===== config.mk =====
export PLATFORM = sky130hd
export DESIGN_NAME = ccd_seq_top
export DESIGN_NICKNAME = d
export VERILOG_FILES = /design/src/rtl/ccd_seq_pkg.sv /design/src/rtl/ccd_phase_pair.sv /design/src/rtl/ccd_pix_strobe.sv /design/src/rtl/ccd_seq_ctrl.sv /design/src/rtl/ccd_seq_top.sv
export SDC_FILE = /design/constraint.sdc
export NUM_CORES = 1
export LEC_CHECK = 0
export BUFFER_PORTS_ARGS = -buffer_cell sky130_fd_sc_hd__buf_2
export CORE_MARGIN = 2
export CORE_UTILIZATION = 44
export CTS_BUF_LIST = sky130_fd_sc_hd__clkbuf_8
export DETAILED_ROUTE_END_ITERATION = 16
export SETUP_SLACK_MARGIN = 0.5
export SYNTH_ARGS = -nofsm -noshare
export SYNTH_HDL_FRONTEND = slang
export SYNTH_HIERARCHICAL = 1
export SYNTH_SLANG_ARGS = --single-unit

===== constraint.sdc =====
create_clock -name clk -period 4.2 [get_ports clk]
set_input_delay 0.63 -clock clk [delete_from_list [all_inputs] [get_ports clk]]
set_output_delay 0.63 -clock clk [all_outputs]
set_load 0.02 [all_outputs]

===== src/rtl/ccd_seq_pkg.sv =====
package ccd_seq_pkg;

  typedef enum logic {
    SCAN_BIN  = 1'b0,
    SCAN_AREA = 1'b1
  } scan_mode_e;

  typedef enum logic [2:0] {
    SQ_IDLE,
    SQ_INTEG,
    SQ_VSHIFT,
    SQ_GAP,
    SQ_HREAD,
    SQ_DONE
  } seq_state_e;

  // segments of one two-phase transfer: overlap, move phase, overlap, rest phase
  typedef enum logic [2:0] {
    PS_IDLE,
    PS_OV1,
    PS_MOVE,
    PS_OV2,
    PS_REST
  } pair_seg_e;

endpackage


===== src/rtl/ccd_phase_pair.sv =====
module ccd_phase_pair
  import ccd_seq_pkg::*;
#(
  parameter int unsigned OVL_CYC  = 5,
  parameter int unsigned MOVE_CYC = 900,
  parameter int unsigned REST_CYC = 900
) (
  input  logic clk,
  input  logic rst_n,
  input  logic go,
  output logic rest_ph,
  output logic move_ph,
  output logic idle,
  output logic fin
);

  localparam int unsigned LMAX0 = (MOVE_CYC > REST_CYC) ? MOVE_CYC : REST_CYC;
  localparam int unsigned LMAX  = (LMAX0 > OVL_CYC) ? LMAX0 : OVL_CYC;
  localparam int unsigned CW    = $clog2(LMAX + 1);

  pair_seg_e     seg_q, seg_d;
  logic [CW-1:0] cnt_q, cnt_d;
  logic          cnt_zero;

  assign cnt_zero = (cnt_q == '0);

  always_comb begin
    seg_d = seg_q;
    cnt_d = cnt_q;
    fin   = 1'b0;
    unique case (seg_q)
      PS_IDLE: begin
        if (go) begin
          seg_d = PS_OV1;
          cnt_d = CW'(OVL_CYC - 1);
        end
      end
      PS_OV1: begin
        if (cnt_zero) begin
          seg_d = PS_MOVE;
          cnt_d = CW'(MOVE_CYC - 1);
        end else begin
          cnt_d = cnt_q - 1'b1;
        end
      end
      PS_MOVE: begin
        if (cnt_zero) begin
          seg_d = PS_OV2;
          cnt_d = CW'(OVL_CYC - 1);
        end else begin
          cnt_d = cnt_q - 1'b1;
        end
      end
      PS_OV2: begin
        if (cnt_zero) begin
          seg_d = PS_REST;
          cnt_d = CW'(REST_CYC - 1);
        end else begin
          cnt_d = cnt_q - 1'b1;
        end
      end
      PS_REST: begin
        if (cnt_zero) begin
          seg_d = PS_IDLE;
          fin   = 1'b1;
        end else begin
          cnt_d = cnt_q - 1'b1;
        end
      end
      default: seg_d = PS_IDLE;
    endcase
  end

  always_ff @(posedge clk or negedge rst_n) begin
    if (!rst_n) begin
      seg_q <= PS_IDLE;
      cnt_q <= '0;
    end else begin
      seg_q <= seg_d;
      cnt_q <= cnt_d;
    end
  end

  // move phase high from first overlap through second overlap; rest phase low only in move segment
  assign move_ph = (seg_q == PS_OV1) || (seg_q == PS_MOVE) || (seg_q == PS_OV2);
  assign rest_ph = (seg_q != PS_MOVE);
  assign idle    = (seg_q == PS_IDLE);

endmodule


===== src/rtl/ccd_pix_strobe.sv =====
module ccd_pix_strobe #(
  parameter int unsigned RG_W   = 25,
  parameter int unsigned PV_DLY = 50
) (
  input  logic clk,
  input  logic rst_n,
  input  logic p2h,
  output logic rg,
  output logic pix_valid
);

  localparam int unsigned RCW = $clog2(RG_W + 1);
  localparam int unsigned PCW = $clog2(PV_DLY + 2);

  logic           p2h_q;
  logic           p2h_fall;
  logic [RCW-1:0] rg_cnt_q, rg_cnt_d;
  logic [PCW-1:0] pv_cnt_q, pv_cnt_d;
  logic           rg_last;

  assign p2h_fall = p2h_q && !p2h;
  assign rg_last  = (rg_cnt_q == RCW'(1));

  always_comb begin
    rg_cnt_d = rg_cnt_q;
    if (p2h_fall) begin
      rg_cnt_d = RCW'(RG_W);
    end else if (rg_cnt_q != '0) begin
      rg_cnt_d = rg_cnt_q - 1'b1;
    end
  end

  always_comb begin
    pv_cnt_d = pv_cnt_q;
    if (rg_last) begin
      pv_cnt_d = PCW'(PV_DLY + 1);
    end else if (pv_cnt_q != '0) begin
      pv_cnt_d = pv_cnt_q - 1'b1;
    end
  end

  always_ff @(posedge clk or negedge rst_n) begin
    if (!rst_n) begin
      p2h_q    <= 1'b1;
      rg_cnt_q <= '0;
      pv_cnt_q <= '0;
    end else begin
      p2h_q    <= p2h;
      rg_cnt_q <= rg_cnt_d;
      pv_cnt_q <= pv_cnt_d;
    end
  end

  assign rg        = (rg_cnt_q != '0);
  assign pix_valid = (pv_cnt_q == PCW'(1));

endmodule


===== src/rtl/ccd_seq_ctrl.sv =====
module ccd_seq_ctrl
  import ccd_seq_pkg::*;
#(
  parameter int unsigned ROWS    = 128,
  parameter int unsigned COLS    = 1044,
  parameter int unsigned INT_CYC = 50000,
  parameter int unsigned GAP_CYC = 300
) (
  input  logic       clk,
  input  logic       rst_n,
  input  logic       start,
  input  scan_mode_e mode,
  input  logic       v_idle,
  input  logic       v_fin,
  input  logic       h_idle,
  input  logic       h_fin,
  output logic       v_go,
  output logic       h_go,
  output logic       shutter,
  output logic       busy,
  output logic       done
);

  localparam int unsigned RW   = $clog2(ROWS + 1);
  localparam int unsigned CW   = $clog2(COLS + 1);
  localparam int unsigned TMAX = (INT_CYC > GAP_CYC) ? INT_CYC : GAP_CYC;
  localparam int unsigned TW   = $clog2(TMAX + 1);
  localparam logic [RW-1:0] ROW_LAST = RW'(ROWS - 1);
  localparam logic [RW-1:0] ROW_ALL  = RW'(ROWS);
  localparam logic [CW-1:0] COL_LAST = CW'(COLS - 1);

  seq_state_e    st_q, st_d;
  scan_mode_e    mode_q, mode_d;
  logic [RW-1:0] row_q, row_d;
  logic [CW-1:0] col_q, col_d;
  logic [TW-1:0] tmr_q, tmr_d;
  logic          tmr_zero;

  assign tmr_zero = (tmr_q == '0);

  always_comb begin
    st_d   = st_q;
    mode_d = mode_q;
    row_d  = row_q;
    col_d  = col_q;
    tmr_d  = tmr_q;
    v_go   = 1'b0;
    h_go   = 1'b0;
    unique case (st_q)
      SQ_IDLE: begin
        if (start) begin
          st_d   = SQ_INTEG;
          mode_d = mode;
          row_d  = '0;
          col_d  = '0;
          tmr_d  = TW'(INT_CYC - 1);
        end
      end
      SQ_INTEG: begin
        if (tmr_zero) st_d = SQ_VSHIFT;
        else          tmr_d = tmr_q - 1'b1;
      end
      SQ_VSHIFT: begin
        v_go = v_idle;
        if (v_fin) begin
          row_d = row_q + 1'b1;
          if ((mode_q == SCAN_AREA) || (row_q == ROW_LAST)) begin
            st_d  = SQ_GAP;
            tmr_d = TW'(GAP_CYC - 1);
          end
        end
      end
      SQ_GAP: begin
        if (tmr_zero) begin
          st_d  = SQ_HREAD;
          col_d = '0;
        end else begin
          tmr_d = tmr_q - 1'b1;
        end
      end
      SQ_HREAD: begin
        h_go = h_idle;
        if (h_fin) begin
          if (col_q == COL_LAST) begin
            col_d = '0;
            st_d  = (row_q == ROW_ALL) ? SQ_DONE : SQ_VSHIFT;
          end else begin
            col_d = col_q + 1'b1;
          end
        end
      end
      SQ_DONE: st_d = SQ_IDLE;
      default: st_d = SQ_IDLE;
    endcase
  end

  always_ff @(posedge clk or negedge rst_n) begin
    if (!rst_n) begin
      st_q   <= SQ_IDLE;
      mode_q <= SCAN_BIN;
      row_q  <= '0;
      col_q  <= '0;
      tmr_q  <= '0;
    end else begin
      st_q   <= st_d;
      mode_q <= mode_d;
      row_q  <= row_d;
      col_q  <= col_d;
      tmr_q  <= tmr_d;
    end
  end

  assign shutter = (st_q == SQ_INTEG);
  assign busy    = (st_q != SQ_IDLE) && (st_q != SQ_DONE);
  assign done    = (st_q == SQ_DONE);

endmodule


===== src/rtl/ccd_seq_top.sv =====
module ccd_seq_top
  import ccd_seq_pkg::*;
#(
  parameter int unsigned ROWS    = 128,
  parameter int unsigned COLS    = 1044,
  parameter int unsigned INT_CYC = 50000,
  parameter int unsigned VW_CYC  = 900,
  parameter int unsigned OVL_CYC = 5,
  parameter int unsigned HW_CYC  = 250,
  parameter int unsigned RG_W    = 25,
  parameter int unsigned GAP_CYC = 300,
  parameter int unsigned PV_DLY  = 50
) (
  input  logic clk,
  input  logic rst_n,
  input  logic start,
  input  logic mode,
  output logic p1v,
  output logic p2v,
  output logic tg,
  output logic p1h,
  output logic p2h,
  output logic sg,
  output logic rg,
  output logic pix_valid,
  output logic shutter,
  output logic busy,
  output logic done
);

  logic [1:0] rst_sync_q;
  logic       srst_n;

  always_ff @(posedge clk or negedge rst_n) begin
    if (!rst_n) rst_sync_q <= 2'b00;
    else        rst_sync_q <= {rst_sync_q[0], 1'b1};
  end
  assign srst_n = rst_sync_q[1];

  logic v_go, v_idle, v_fin, p2v_i;
  logic h_go, h_idle, h_fin, p2h_i;

  ccd_seq_ctrl #(
    .ROWS   (ROWS),
    .COLS   (COLS),
    .INT_CYC(INT_CYC),
    .GAP_CYC(GAP_CYC)
  ) u_ctrl (
    .clk    (clk),
    .rst_n  (srst_n),
    .start  (start),
    .mode   (scan_mode_e'(mode)),
    .v_idle (v_idle),
    .v_fin  (v_fin),
    .h_idle (h_idle),
    .h_fin  (h_fin),
    .v_go   (v_go),
    .h_go   (h_go),
    .shutter(shutter),
    .busy   (busy),
    .done   (done)
  );

  // vertical pair: phase 1 rests high, phase 2 moves the charge one row
  ccd_phase_pair #(
    .OVL_CYC (OVL_CYC),
    .MOVE_CYC(VW_CYC),
    .REST_CYC(VW_CYC)
  ) u_vpair (
    .clk    (clk),
    .rst_n  (srst_n),
    .go     (v_go),
    .rest_ph(p1v),
    .move_ph(p2v_i),
    .idle   (v_idle),
    .fin    (v_fin)
  );

  // horizontal pair: phase 2 rests high, phase 1 moves one pixel
  ccd_phase_pair #(
    .OVL_CYC (OVL_CYC),
    .MOVE_CYC(HW_CYC),
    .REST_CYC(HW_CYC)
  ) u_hpair (
    .clk    (clk),
    .rst_n  (srst_n),
    .go     (h_go),
    .rest_ph(p2h_i),
    .move_ph(p1h),
    .idle   (h_idle),
    .fin    (h_fin)
  );

  ccd_pix_strobe #(
    .RG_W  (RG_W),
    .PV_DLY(PV_DLY)
  ) u_strobe (
    .clk      (clk),
    .rst_n    (srst_n),
    .p2h      (p2h_i),
    .rg       (rg),
    .pix_valid(pix_valid)
  );

  assign p2v = p2v_i;
  assign tg  = p2v_i;
  assign p2h = p2h_i;
  assign sg  = p2h_i;

endmodule


==> Word level (Yosys, flattened, before mapping) <==
Index checks and enable logic that the tools add are counted.
{ "word_totals": {"inputBits": 4, "elab_cells": 151, "register_bits": 77, "output_inout_bits": 11} }
{ "classes": {"muxes": 54, "eq_ne": 41, "reduce_logical": 36, "addsub": 7} }
{ "ops": {"columns": ["operator", "count"], "rows": [
  ["two-way mux 16 bit", 4],
  ["two-way mux 3 bit", 18],
  ["two-way mux 8 bit", 6],
  ["one-hot mux 16 bit (3 select lines)", 1],
  ["one-hot mux 3 bit (5 select lines)", 3],
  ["two-way mux 11 bit", 4],
  ["two-way mux 10 bit", 4],
  ["one-hot mux 10 bit (4 select lines)", 1],
  ["one-hot mux 11 bit (3 select lines)", 1],
  ["one-hot mux 8 bit (4 select lines)", 1],
  ["inequality test 2 x 1 -> 1 bit, second input constant", 13],
  ["equality test 3 x 2 -> 1 bit, second input constant", 6],
  ["logical NOT 16 bit", 1],
  ["one-hot mux 8 bit (2 select lines)", 1],
  ["subtractor 16 x 1 -> 16 bit, second input constant", 1],
  ["AND reduction 5 bit", 3],
  ["inequality test 2 bit, second input constant", 7],
  ["equality test 3 bit, second input constant", 4],
  ["two-way mux 6 bit", 2],
  ["adder 11 x 1 -> 11 bit, second input constant", 1],
  ["equality test 11 bit, second input constant", 1],
  ["logical NOT 10 bit", 1],
  ["two-way mux 5 bit", 2],
  ["subtractor 10 x 1 -> 10 bit, second input constant", 1],
  ["other kinds (27)", 51]
]} }

==> Depth between registers and ports, before layout <==
Gate-level depths: netlist (run 1).
{ "depth": {"ltp_word": 5, "depth_mapped": 12, "mapped_depth_nobuf": 10} }

==> By module <==
The synthesis (run 1) kept the hierarchy.
{ "modules_own_cells": {"columns": ["mod", "area_per_inst_um2", "instances", "cells_per_inst"], "rows": [
  ["ccd_seq_ctrl", 2438.6, 1, 276],
  ["ccd_phase_pair at u_vpair", 1009.7, 1, 113],
  ["ccd_phase_pair at u_hpair", 793.3, 1, 92],
  ["ccd_pix_strobe", 658.1, 1, 63],
  ["ccd_seq_top", 68.8, 1, 5]
]} }

==> Worst setup path before layout (run 1) <==
No wires, ideal clock.
{ "synth_timing": {"path_type": "reg2reg", "from": "reg u_vpair.cnt_q[0]", "to": "reg u_ctrl.tmr_q[9]", "stages_incl_launch_ff": 13, "path_slack_ps": 1576, "required_time_ps": 4136, "arrival_time_ps": 2560, "n_path_buf": 2, "period_less_slack_ps": 2624, "path_cell_list": "dfrtp_1 -> inv_1 -> ha_1 -> nor4b_4 -> nand3_1 -> nor2_1 -> mux2_2 -> and2_1 -> clkbuf_1 -> nand2_1 -> nor3_1 -> clkbuf_1 -> a221o_2"} }
{ "synth_via": {"elab_chain_cells": 5} }
{ "synth_rtl": {"columns": ["item", "line_no", "rtl"], "rows": [
  ["start: declaration", "ccd_phase_pair.sv:22", "logic [CW-1:0] cnt_q, cnt_d;"],
  ["start signal: assignment", "ccd_phase_pair.sv:80", "cnt_q <= cnt_d;"],
  ["logical NOT 10 bit", "ccd_phase_pair.sv:25", "assign cnt_zero = (cnt_q == '0);"],
  ["two-way mux 1 bit", "ccd_phase_pair.sv:63", "if (cnt_zero) begin"],
  ["two-way mux 1 bit", "ccd_phase_pair.sv:31", "unique case (seg_q)"],
  ["named net v_fin", "ccd_seq_top.sv:40", "logic v_go, v_idle, v_fin, p2v_i;"],
  ["inequality test 2 x 1 -> 1 bit (no source line)", null, null],
  ["AND reduction 5 bit (no source line)", null, null],
  ["end signal: assignment", "ccd_seq_ctrl.sv:109", "tmr_q <= tmr_d;"],
  ["end: declaration", "ccd_seq_ctrl.sv:36", "logic [TW-1:0] tmr_q, tmr_d;"]
]} }
The timed path passes the listed nets, and every way through them passes these cells.
A chain may end at the register's enable or synchronous reset.

==> impl_metrics.csv, run 1 <==
group,metric,value,unit
setup_path,r2r_slack,1090,ps
yosys,synth_cell_types,88,
setup_path,crit_path_start_kind,"register",
yosys,synth_area_leader_cell,"dfrtp_1",
drt,ant_nets,0,
drt,dr.pass1.iters,5,
drt,wl_per_cell,15.4,µm
yosys,netlist_area,4970,µm²
worst_hold_path,min_path_type,"in -> async",
placed_design,place_worst_setup_slack,1120,ps
clock_tree,cts_setup_buffers,0,
finish,nets,564,
sta,slew_viol_final,0,
clock_tree,clk_pin_slew_worst_paths,70,ps
sta,hold_ws,50.9,ps
setup_path,reg2reg_depth,10,
finish,drive_above_1_share,0.130,
placed_design,numPlacedInstances,676,
setup_path,worst-setup-path-type,"reg -> reg",
sta,layout_setup_ws,1090,ps
clock_tree,clock_path_buffers,2,
yosys,synth-seq-cells,77,
global_routing,gr-total-overflow,0,
finish,n_fill_cell,1046,
sta,max_freq,322,MHz
placed_design,port-buffer-count,14,
floorplanning,die_area,12200,µm²
sta,finalHoldViolCount,0,
clock_tree,cts_root_buffer,"clkbuf_8",
clock_tree,tritoncts,"yes",
setup_path,critPathCaptureType,"register",
drt,finalWirelength,10.7,mm
global_routing,grt_pass1_wl,18.3,mm
finish,final_cells,692,
yosys,synth_flop_cell,"dfrtp_1",
global_routing,grt_usage,0.190,
global_routing,antenna_found_initial,0,
yosys,syn_inst,549,
setup_path,rr_endpoint,"u_ctrl/mode_q",
yosys,synth.yosys.seq_area_share,0.388,
floorplanning,io_pins,15,
power_and_ir_drop,p_leak,2.32,nW
floorplanning,fp-row-count,38,
sta,period_needed,3110,ps
sta,period_share,0.740,
power_and_ir_drop,p_per_area,240,nW/µm²
drt,drt_iter0_drc,239,
global_routing,grt_max_degree,76,
placed_design,place_congestion,0.838,
run_status,status,"finished, final reports clean",
yosys,async_reset_ff_frac,1.00,
clock_tree,clk_latency,350,ps
setup_path,arrival,3350,ps
drt,vias_per_cell,5.91,
setup_path,worstPathRequired,4440,ps
sta,tightestPinTransition,994,ps
floorplanning,start_util,0.454,
clock_tree,ctsHtreeMaxLevel,3,
finish,area_growth,5.34,%
clock_tree,numCtsBuffers,9,
sta,setup_tns,0,ps
run,cap_violations,0,
clock_tree,ctsResizeCount,0,
finish,n_antenna_cell,0,
yosys,synth_edf_count,0,
yosys,synth_top_cells_by_area,"dfrtp_1 38%, nor2_1 4.3%, nand2_1 3.4%, ha_1 3.3%, inv_1 2.7%",
placed_design,place.detailed.hpwl,7.43,mm
yosys,yosys_warnings,6,
floorplanning,die_x,110,µm
drt,num_vias,4089,
power_and_ir_drop,ir_drop,0.175,mV
drt,drc,0,
yosys,synth.avg_cell_area,9.05,µm²
sta,max_slew_margin,0.337,
yosys,synth_top_area_frac,0.383,
global_routing,grt_pass1_vias,3952,
clock_tree,cts_hold_buf,0,
sta,fin_skew,7.30,ps
yosys,syn-num-nets,566,
sta,finalSetupViolations,0,
setup_path,crit_path_max_fanout,14,
floorplanning,die_h,110,µm
clock_tree,cts_num_sinks,77,
floorplanning,core_area,10900,µm²
sta,rsz0062_at_grt,"no",
setup_path,r2r_start,"u_vpair/cnt_q[0]",
==> placed cells by master (no fill, tap or decap), types with 4 or more instances in the layout <==
cell type / count
dfrtp_1: 75
and3_1: 6
xor2_1: 5
a31oi_1: 8
and2_1: 6
xnor2_1: 4
nand3_1: 14
mux2i_1: 6
clkbuf_8: 11
nor4_1: 5
nor2_1: 57
nand4_1: 9
a21oi_1: 26
nor3_1: 21
o221ai_1: 4
or4_1: 5
a211oi_1: 4
a211o_1: 4
inv_1: 40
ha_1: 13
o21ai_0: 18
nand4b_1: 4
mux2_2: 4
nor2b_1: 8
buf_2: 14
a22o_1: 5
a21o_1: 4
o22ai_1: 10
o31ai_1: 8
or3_1: 7
nand2b_1: 7
o22a_1: 5
or3b_2: 4
nand2_1: 45
o2bb2ai_1: 4
o311ai_0: 5
==> state kept, by name (all words and copies together) (netlist names) <==
register / flops
u_strobe/pv_cnt_q: 6
u_ctrl/st_q: 3
u_strobe/rg_cnt_q: 5
u_ctrl/col_q: 11
u_vpair/seg_q: 3
rst_sync_q: 2
u_ctrl/tmr_q: 16
u_ctrl/mode_q: 1
u_strobe/p2h_q: 1
u_hpair/seg_q: 3
u_hpair/cnt_q: 8
u_ctrl/row_q: 8
u_vpair/cnt_q: 10
==> metrics by stage <==
step	power, W	cell area, µm²	utilization
floorplan	0.000768	4970	-
global placement	0.000775	5060	0.463
detailed placement	0.000775	5060	0.463
CTS	0.00128	5230	0.479
global route	0.00131	5230	0.479
finish	0.00126	5230	0.479
==> where the power goes <==
| group | leakage, nW | switching (W) | internal (W) |
|---|---|---|---|
| combinational | 1.30 | 0.00000169 | 0.00000148 |
| clock | 0.104 | 0.000260 | 0.000238 |
| sequential | 0.917 | 0.0000139 | 0.000742 |
==> routing by layer <==
| layer | track usage | part of all wire | wire, µm | vias up |
|---|---|---|---|---|
| li1 | - | - | - | 2025 |
| met5 | 0 | 0 | 0 | - |
| met2 | 0.308 | 0.47 | 4990 | 78 |
| met1 | 0.256 | 0.48 | 5180 | 1977 |
| met3 | 0.0400 | 0.037 | 399 | 9 |
| met4 | 0.0571 | 0.010 | 112 | 0 |
==> critical path, stage by stage (launching register included) <==
cell and delay, ps:
dfrtp_1 410, inv_1 130, ha_1 180, nor4b_4 350, nand3_1 240, nor2_1 160, mux2_2 210, and2_1 270
nand2_1 360, nor3_1 320, mux2_2 360
==> Yosys cell counts (all sizes together), types with 4 or more instances <==
cell type / count
or4: 7
xor2: 5
nor3: 24
clkbuf: 12
mux2i: 6
a21o: 4
a31oi: 9
a211oi: 4
or3: 9
nand4: 9
nor4b: 6
o22a: 6
o21ai: 19
a22o: 5
a22oi: 6
a21oi: 26
and3: 6
nand4b: 4
o22ai: 10
nand3: 15
nor2: 58
nand2b: 7
xnor2: 4
o311ai: 5
and2: 6
buf: 16
mux2: 4
or3b: 6
inv: 36
o31ai: 8
o221ai: 4
dfrtp: 76
nor4: 8
a221o: 4
a211o: 5
o2bb2ai: 4
nor2b: 8
or4b: 4
ha: 13
nand2: 46
==> logic make-up (layout without fill, tap and decap cells) <==
group           count (synthesis)  after routing  synth area share
compound gates                144            144             0.217
xor+xnor                        9              9            0.0159
fa+ha+maj                      13             13            0.0327
buf+inv                        64             67            0.0599
flops                          77             77             0.388
mux                            10             10            0.0212
other cells                     1              1          0.000755
simple gates                  231            231             0.264
==> worst max-delay path by stage <==
stage / slack, ps / to / cells after the start / startpoint
global route: 760 / u_ctrl/mode_q / 10 / u_vpair/cnt_q[0]
detailed placement: 1120 / u_ctrl/mode_q / 10 / u_vpair/cnt_q[0]
CTS: 1100 / u_ctrl/mode_q / 10 / u_vpair/cnt_q[0]
finish: 1090 / u_ctrl/mode_q / 10 / u_vpair/cnt_q[0]
global placement: 1220 / u_ctrl/mode_q / 10 / u_vpair/cnt_q[0]
floorplan: 1580 / u_ctrl/tmr_q[9] / 12 / u_vpair/cnt_q[0]
==> layout make-up <==
class	count	area [µm²]	area share
well taps	140	175	0.0335
flip-flops and latches	77	1930	0.369
multi-input cells	408	2740	0.524
inverters	36	135	0.0258
repair buffers	15	77.6	0.0148
clock inverters	5	20.0	0.00383
clock buffers	11	151	0.0289
Note: power is estimated with default switching activity, not from simulation.
==> inputs of run 2 (changes only) <==
==> constraint.sdc (replaced) <==
create_clock -name clk -period 2.85 [get_ports clk]
set_input_delay 0.4275 -clock clk [delete_from_list [all_inputs] [get_ports clk]]
set_output_delay 0.4275 -clock clk [all_outputs]
set_load 0.02 [all_outputs]
==> impl_metrics.csv, run 2 (synthesis results as in run 1) <==
group,metric,value,unit
floorplanning,die_area,12200,µm²
power_and_ir_drop,p_per_area,326,nW/µm²
finish,area_growth,13.4,%
setup_path,critPathCaptureType,"register",
sta,period_needed,2290,ps
sta,max_slew_margin,0.340,
finish,nets,598,
drt,vias_per_cell,5.95,
worst_hold_path,min_from,"mode",
finish,layout_common_cells,"74 x dfrtp_1, 53 x nor2_1, 44 x nand2_1",
run,cap_violations,0,
global_routing,grt_pass1_vias,4016,
sta,layout_setup_ws,558,ps
finish,drive_above_1_share,0.215,
clock_tree,numCtsBuffers,9,
placed_design,place_congestion,0.828,
floorplanning,start_util,0.454,
worst_hold_path,hold_end,"u_ctrl/mode_q",
setup_path,r2r_slack,560,ps
finish,n_antenna_cell,0,
placed_design,post_dp_cell_area,5200,µm²
global_routing,met2_usage,0.328,
setup_path,crit_path_max_fanout,8,
sta,finalHoldViolCount,0,
drt,wl_per_cell,15.8,µm
worst_hold_path,min_path_type,"in -> reg",
sta,slew_viol_final,0,
finish,top_regs,"u_ctrl/tmr_q x16, u_ctrl/col_q x11, u_vpair/cnt_q x10",
sta,tightestPinTransition,989,ps
setup_path,worstPathRequired,3100,ps
setup_path,worst-setup-path-type,"reg -> reg",
setup_path,arrival,2540,ps
clock_tree,clk_latency,370,ps
clock_tree,cts_root_buffer,"clkbuf_8",
sta,rsz0062_at_grt,"yes",
global_routing,gr-total-overflow,0,
global_routing,grt_max_degree,76,
global_routing,grt.busiest_layer,"met2",
floorplanning,die_h,110,µm
clock_tree,ctsHtreeMaxLevel,3,
floorplanning,core_area,10900,µm²
global_routing,grt_util_met3,0.0529,
finish,n_fill_cell,1011,
clock_tree,tritoncts,"yes",
finish,mostFrequentLayoutCell,"dfrtp_1",
clock_tree,clk_pin_slew_worst_paths,70,ps
placed_design,port-buffer-count,14,
sta,fin_skew,8.43,ps
setup_path,crit_path_start_kind,"register",
drt,drc,0,
setup_path,r2r_start,"u_vpair/cnt_q[0]",
sta,finalSetupViolations,0,
global_routing,grt_pass1_wl,19.1,mm
power_and_ir_drop,power.total,0.00184,W
global_routing,antenna_found_initial,0,
drt,num_vias,4316,
setup_path,rr_endpoint,"u_ctrl/mode_q",
floorplanning,die_x,110,µm
finish,largest_reg_flops,16,
floorplanning,io_pins,15,
sta,period_share,0.804,
drt,finalWirelength,11.4,mm
clock_tree,clock_path_buffers,2,
sta,max_freq,436,MHz
finish,final_cells,725,
finish,largest_register,"u_ctrl/tmr_q",
drt,drt_iter0_drc,260,
power_and_ir_drop,p_leak,2.49,nW
drt,ant_nets,0,
setup_path,reg2reg_depth,10,
sta,setup_tns,0,ps
placed_design,place.detailed.hpwl,7.59,mm
power_and_ir_drop,ir_drop,0.333,mV
run_status,status,"finished, final reports clean",
global_routing,grt_usage,0.200,
clock_tree,cts_num_sinks,77,
global_routing,gr-usage-met1,0.262,
finish,postLayoutCellArea,5630,µm²
floorplanning,fp-row-count,38,
placed_design,place_worst_setup_slack,264,ps
worst_hold_path,hold_path_depth,2,
placed_design,numPlacedInstances,689,
drt,dr.pass1.iters,5,
-- run 2: changes by cell type in the layout (fill, tap and decap cells not counted), sizes merged --
cell	before	now
dlygate4sd3	0	1
buf	15	48
inv	40	39
clkbuf	11	10
clkinv	1	2
-- run 2: critical path, stage by stage, from the launching register on --
cell     delay (ps)
dfrtp_1         400
inv_2           100
ha_4            130
nor4b_4         220
nand3_2         150
nor2_4          140
mux2_4          190
and2_4          200
nand2_8          80
nor3_4          250
mux2_4          320
-- run 2: worst max path at each step --
stage                      from               end  slack (ps)  cells after the start
2_1_floorplan  u_vpair/cnt_q[0]     u_ctrl/mode_q         500                     11
3_3_place_gp   u_hpair/cnt_q[2]  u_ctrl/col_q[10]         390                      7
3_5_place_dp   u_hpair/cnt_q[2]  u_ctrl/col_q[10]         260                      7
4_1_cts        u_vpair/cnt_q[0]   u_ctrl/tmr_q[5]         500                     10
5_1_grt        u_vpair/cnt_q[0]     u_ctrl/mode_q         430                     10
6_report       u_vpair/cnt_q[0]     u_ctrl/mode_q         560                     10
-- run 2: report_power, final --
part / switching, W / leakage (nW) / internal, W
logic: 0.00000306 / 1.48 / 0.00000350
registers: 0.0000206 / 0.915 / 0.00109
clock network: 0.000395 / 0.0957 / 0.000323
-- run 2: final cells by class --
cell class                      instances  area, µm²  area share
Clock buffer                           10        138      0.0244
Clock inverter                          5       21.3     0.00378
Tap cell                              140        175      0.0311
Multi-Input combinational cell        408       2890       0.513
Inverter                               36        135      0.0240
Timing Repair Buffer                   49        340      0.0604
Sequential cell                        77       1930       0.343
-- run 2: metal layers --
metal	share of wire	vias up
li1	-	2093
met1	0.47	2138
met2	0.49	78
met3	0.037	7
met4	0.0091	0
met5	0	-
-- run 2: what timing repair did --
action                     CTS  global route
hold buffers                 1             0
buffers inserted             2            18
resized for setup            6            20
hold endpoints to repair     2             0
cloned                       0             0
setup endpoints to repair   28            32
pin swaps                    3             8
-- run 2: stage by stage --
stage,hold slack [ps],util
CTS,274,0.495
floorplan,132,-
global route,277,0.515
detailed placement,214,0.476
global placement,212,0.476
finish,300,0.515
==> inputs of run 3 (changes only) <==
==> constraint.sdc (replaced) <==
create_clock -name clk -period 2.1 [get_ports clk]
set_input_delay 0.315 -clock clk [delete_from_list [all_inputs] [get_ports clk]]
set_output_delay 0.315 -clock clk [all_outputs]
set_load 0.02 [all_outputs]
==> impl_metrics.csv, run 3 (synthesis results as in run 1) <==
group,metric,value,unit
worst_hold_path,min_path_type,"in -> reg",
clock_tree,ctsHtreeMaxLevel,3,
power_and_ir_drop,ir_drop,0.295,mV
finish,mostFrequentLayoutCell,"buf_4",
global_routing,grt_pass1_wl,23.3,mm
global_routing,gr-total-overflow,0,
placed_design,port-buffer-count,14,
sta,tightestPinTransition,664,ps
finish,area_growth,55.6,%
sta,layout_setup_ws,-135,ps
finish,n_fill_cell,768,
sta,slew_viol_final,0,
setup_path,arrival,2500,ps
setup_path,worstPathRequired,2370,ps
finish,n_antenna_cell,0,
setup_path,crit_path_max_fanout,5,
power_and_ir_drop,p_clk_frac,0.410,
clock_tree,clk_pin_slew_worst_paths,80,ps
finish,drive_above_1_share,0.522,
sta,max_freq,447,MHz
clock_tree,clk_latency,370,ps
setup_path,critPathCaptureType,"register",
setup_path,crit_path_start_kind,"register",
floorplanning,fp-row-count,38,
setup_path,rr_endpoint,"u_ctrl/col_q[10]",
sta,rsz0062_at_grt,"yes",
power_and_ir_drop,p_int,0.00198,W
floorplanning,io_pins,15,
power_and_ir_drop,p_leak,3.45,nW
setup_path,startpoint,"u_ctrl/tmr_q[0]",
setup_path,cp-endpoint,"u_ctrl/col_q[10]",
setup_path,worst-setup-path-type,"reg -> reg",
sta,period_needed,2240,ps
placed_design,numPlacedInstances,754,
sta,finalHoldViolCount,0,
finish,layout_common_cells,"124 x buf_4, 71 x dfrtp_1, 55 x buf_6",
global_routing,grt_usage,0.243,
clock_tree,tritoncts,"yes",
floorplanning,die_area,12200,µm²
finish,final_cells,866,
setup_path,r2r_slack,-140,ps
drt,drc,0,
global_routing,grt.busiest_layer,"met2",
run,cap_violations,0,
placed_design,place_congestion,0.842,
sta,period_share,1.06,
power_and_ir_drop,power.share.combinational,0.012,
drt,wl_per_cell,17.2,µm
finish,largest_reg_flops,16,
global_routing,grt_util_met3,0.0359,
placed_design,place.detailed.hpwl,8.74,mm
clock_tree,cts_root_buffer,"clkbuf_8",
floorplanning,die_h,110,µm
clock_tree,numCtsBuffers,9,
sta,finalSetupViolations,35,
finish,nets,738,
finish,largest_register,"u_ctrl/tmr_q",
floorplanning,core_area,10900,µm²
power_and_ir_drop,switching_share,0.236,
drt,dr.pass1.iters,5,
sta,setup_tns,-2100,ps
clock_tree,cts_num_sinks,77,
sta,max_slew_margin,0.555,
finish,top_regs,"u_ctrl/tmr_q x16, u_ctrl/col_q x11, u_vpair/cnt_q x10",
drt,vias_per_cell,5.82,
power_and_ir_drop,p_per_area,335,nW/µm²
power_and_ir_drop,power.switching,0.000611,W
global_routing,grt_pass1_vias,4865,
drt,drt_iter0_drc,232,
global_routing,grt_max_degree,32,
global_routing,met2_usage,0.403,
run_status,status,"complete, but fails checks",
drt,num_vias,5039,
global_routing,gr-usage-met1,0.320,
setup_path,r2r_start,"u_ctrl/tmr_q[0]",
run_status,violations,"setup timing",
drt,finalWirelength,14.9,mm
clock_tree,clock_path_buffers,2,
drt,ant_nets,0,
global_routing,antenna_found_initial,1,
sta,fin_skew,8.23,ps
floorplanning,start_util,0.454,
setup_path,reg2reg_depth,8,
power_and_ir_drop,seqPwrFrac,0.578,
floorplanning,die_x,110,µm
-- run 3: worst min-delay path by stage --
stage / slack [ps] / end / depth (start not counted) / from
6_report: 200 / u_ctrl/mode_q / 2 / mode
5_1_grt: 190 / u_ctrl/mode_q / 2 / mode
4_1_cts: 190 / u_ctrl/mode_q / 2 / mode
3_5_place_dp: 100 / rst_sync_q[0] / 1 / rst_n
3_3_place_gp: 100 / rst_sync_q[0] / 1 / rst_n
2_1_floorplan: 20 / rst_sync_q[0] / 0 / rst_n
-- run 3: worst max-delay path, stage by stage, from the launching register on --
cell and delay [ps]:
dfrtp_1 400, inv_2 90, ha_4 130, or4b_4 480, nor3_4 180, nand4_1 230
buf_6 210, a22o_1 200, a22o_1 200
-- run 3: area by class of cell --
class | instances | area, µm² | area share
multi-input cells | 408 | 3620 | 0.468
flip-flops and latches | 77 | 1940 | 0.251
repair buffers | 189 | 1680 | 0.217
well taps | 140 | 175 | 0.0227
clock buffers | 11 | 151 | 0.0196
inverters | 36 | 140 | 0.0181
clock inverters | 5 | 26.3 | 0.00340
-- run 3: stage by stage --
stage | area, µm² | utilization | power [W] | hold WS [ps] | worst slack, ps
2_1_floorplan | 5260 | - | 0.00154 | 19.4 | -228
3_3_place_gp | 5860 | 0.536 | 0.00156 | 100 | -81.6
3_5_place_dp | 5860 | 0.536 | 0.00156 | 102 | -122
4_1_cts | 7010 | 0.641 | 0.00262 | 189 | -68.9
5_1_grt | 7730 | 0.707 | 0.00269 | 193 | -243
6_report | 7730 | 0.707 | 0.00259 | 204 | -135
-- run 3: timing repair --
item | 4_1_cts | 5_1_grt
pin swaps | 51 | 48
endpoints found under the hold margin | 2 | 0
cloned | 1 | 0
buffers inserted | 61 | 33
gates resized for setup | 123 | 104
setup endpoints to repair | 78 | 75
hold buffers | 1 | 0
-- run 3: per-layer routing --
layer  vias up  routed length (µm)
met5         -                  13
met4         2                 303
met3        28                 427
met2       101                7440
met1      2527                6730
li1       2381                   -
-- run 3: power groups by stage --
| stage | registers, W | logic, W | clock network (W) |
|---|---|---|---|
| 2_1_floorplan | 0.00153 | 0.00000295 | 0 |
| 3_3_place_gp | 0.00153 | 0.0000309 | 0 |
| 3_5_place_dp | 0.00153 | 0.0000318 | 0 |
| 4_1_cts | 0.00150 | 0.0000331 | 0.00108 |
| 5_1_grt | 0.00150 | 0.0000366 | 0.00115 |
| 6_report | 0.00150 | 0.0000315 | 0.00106 |
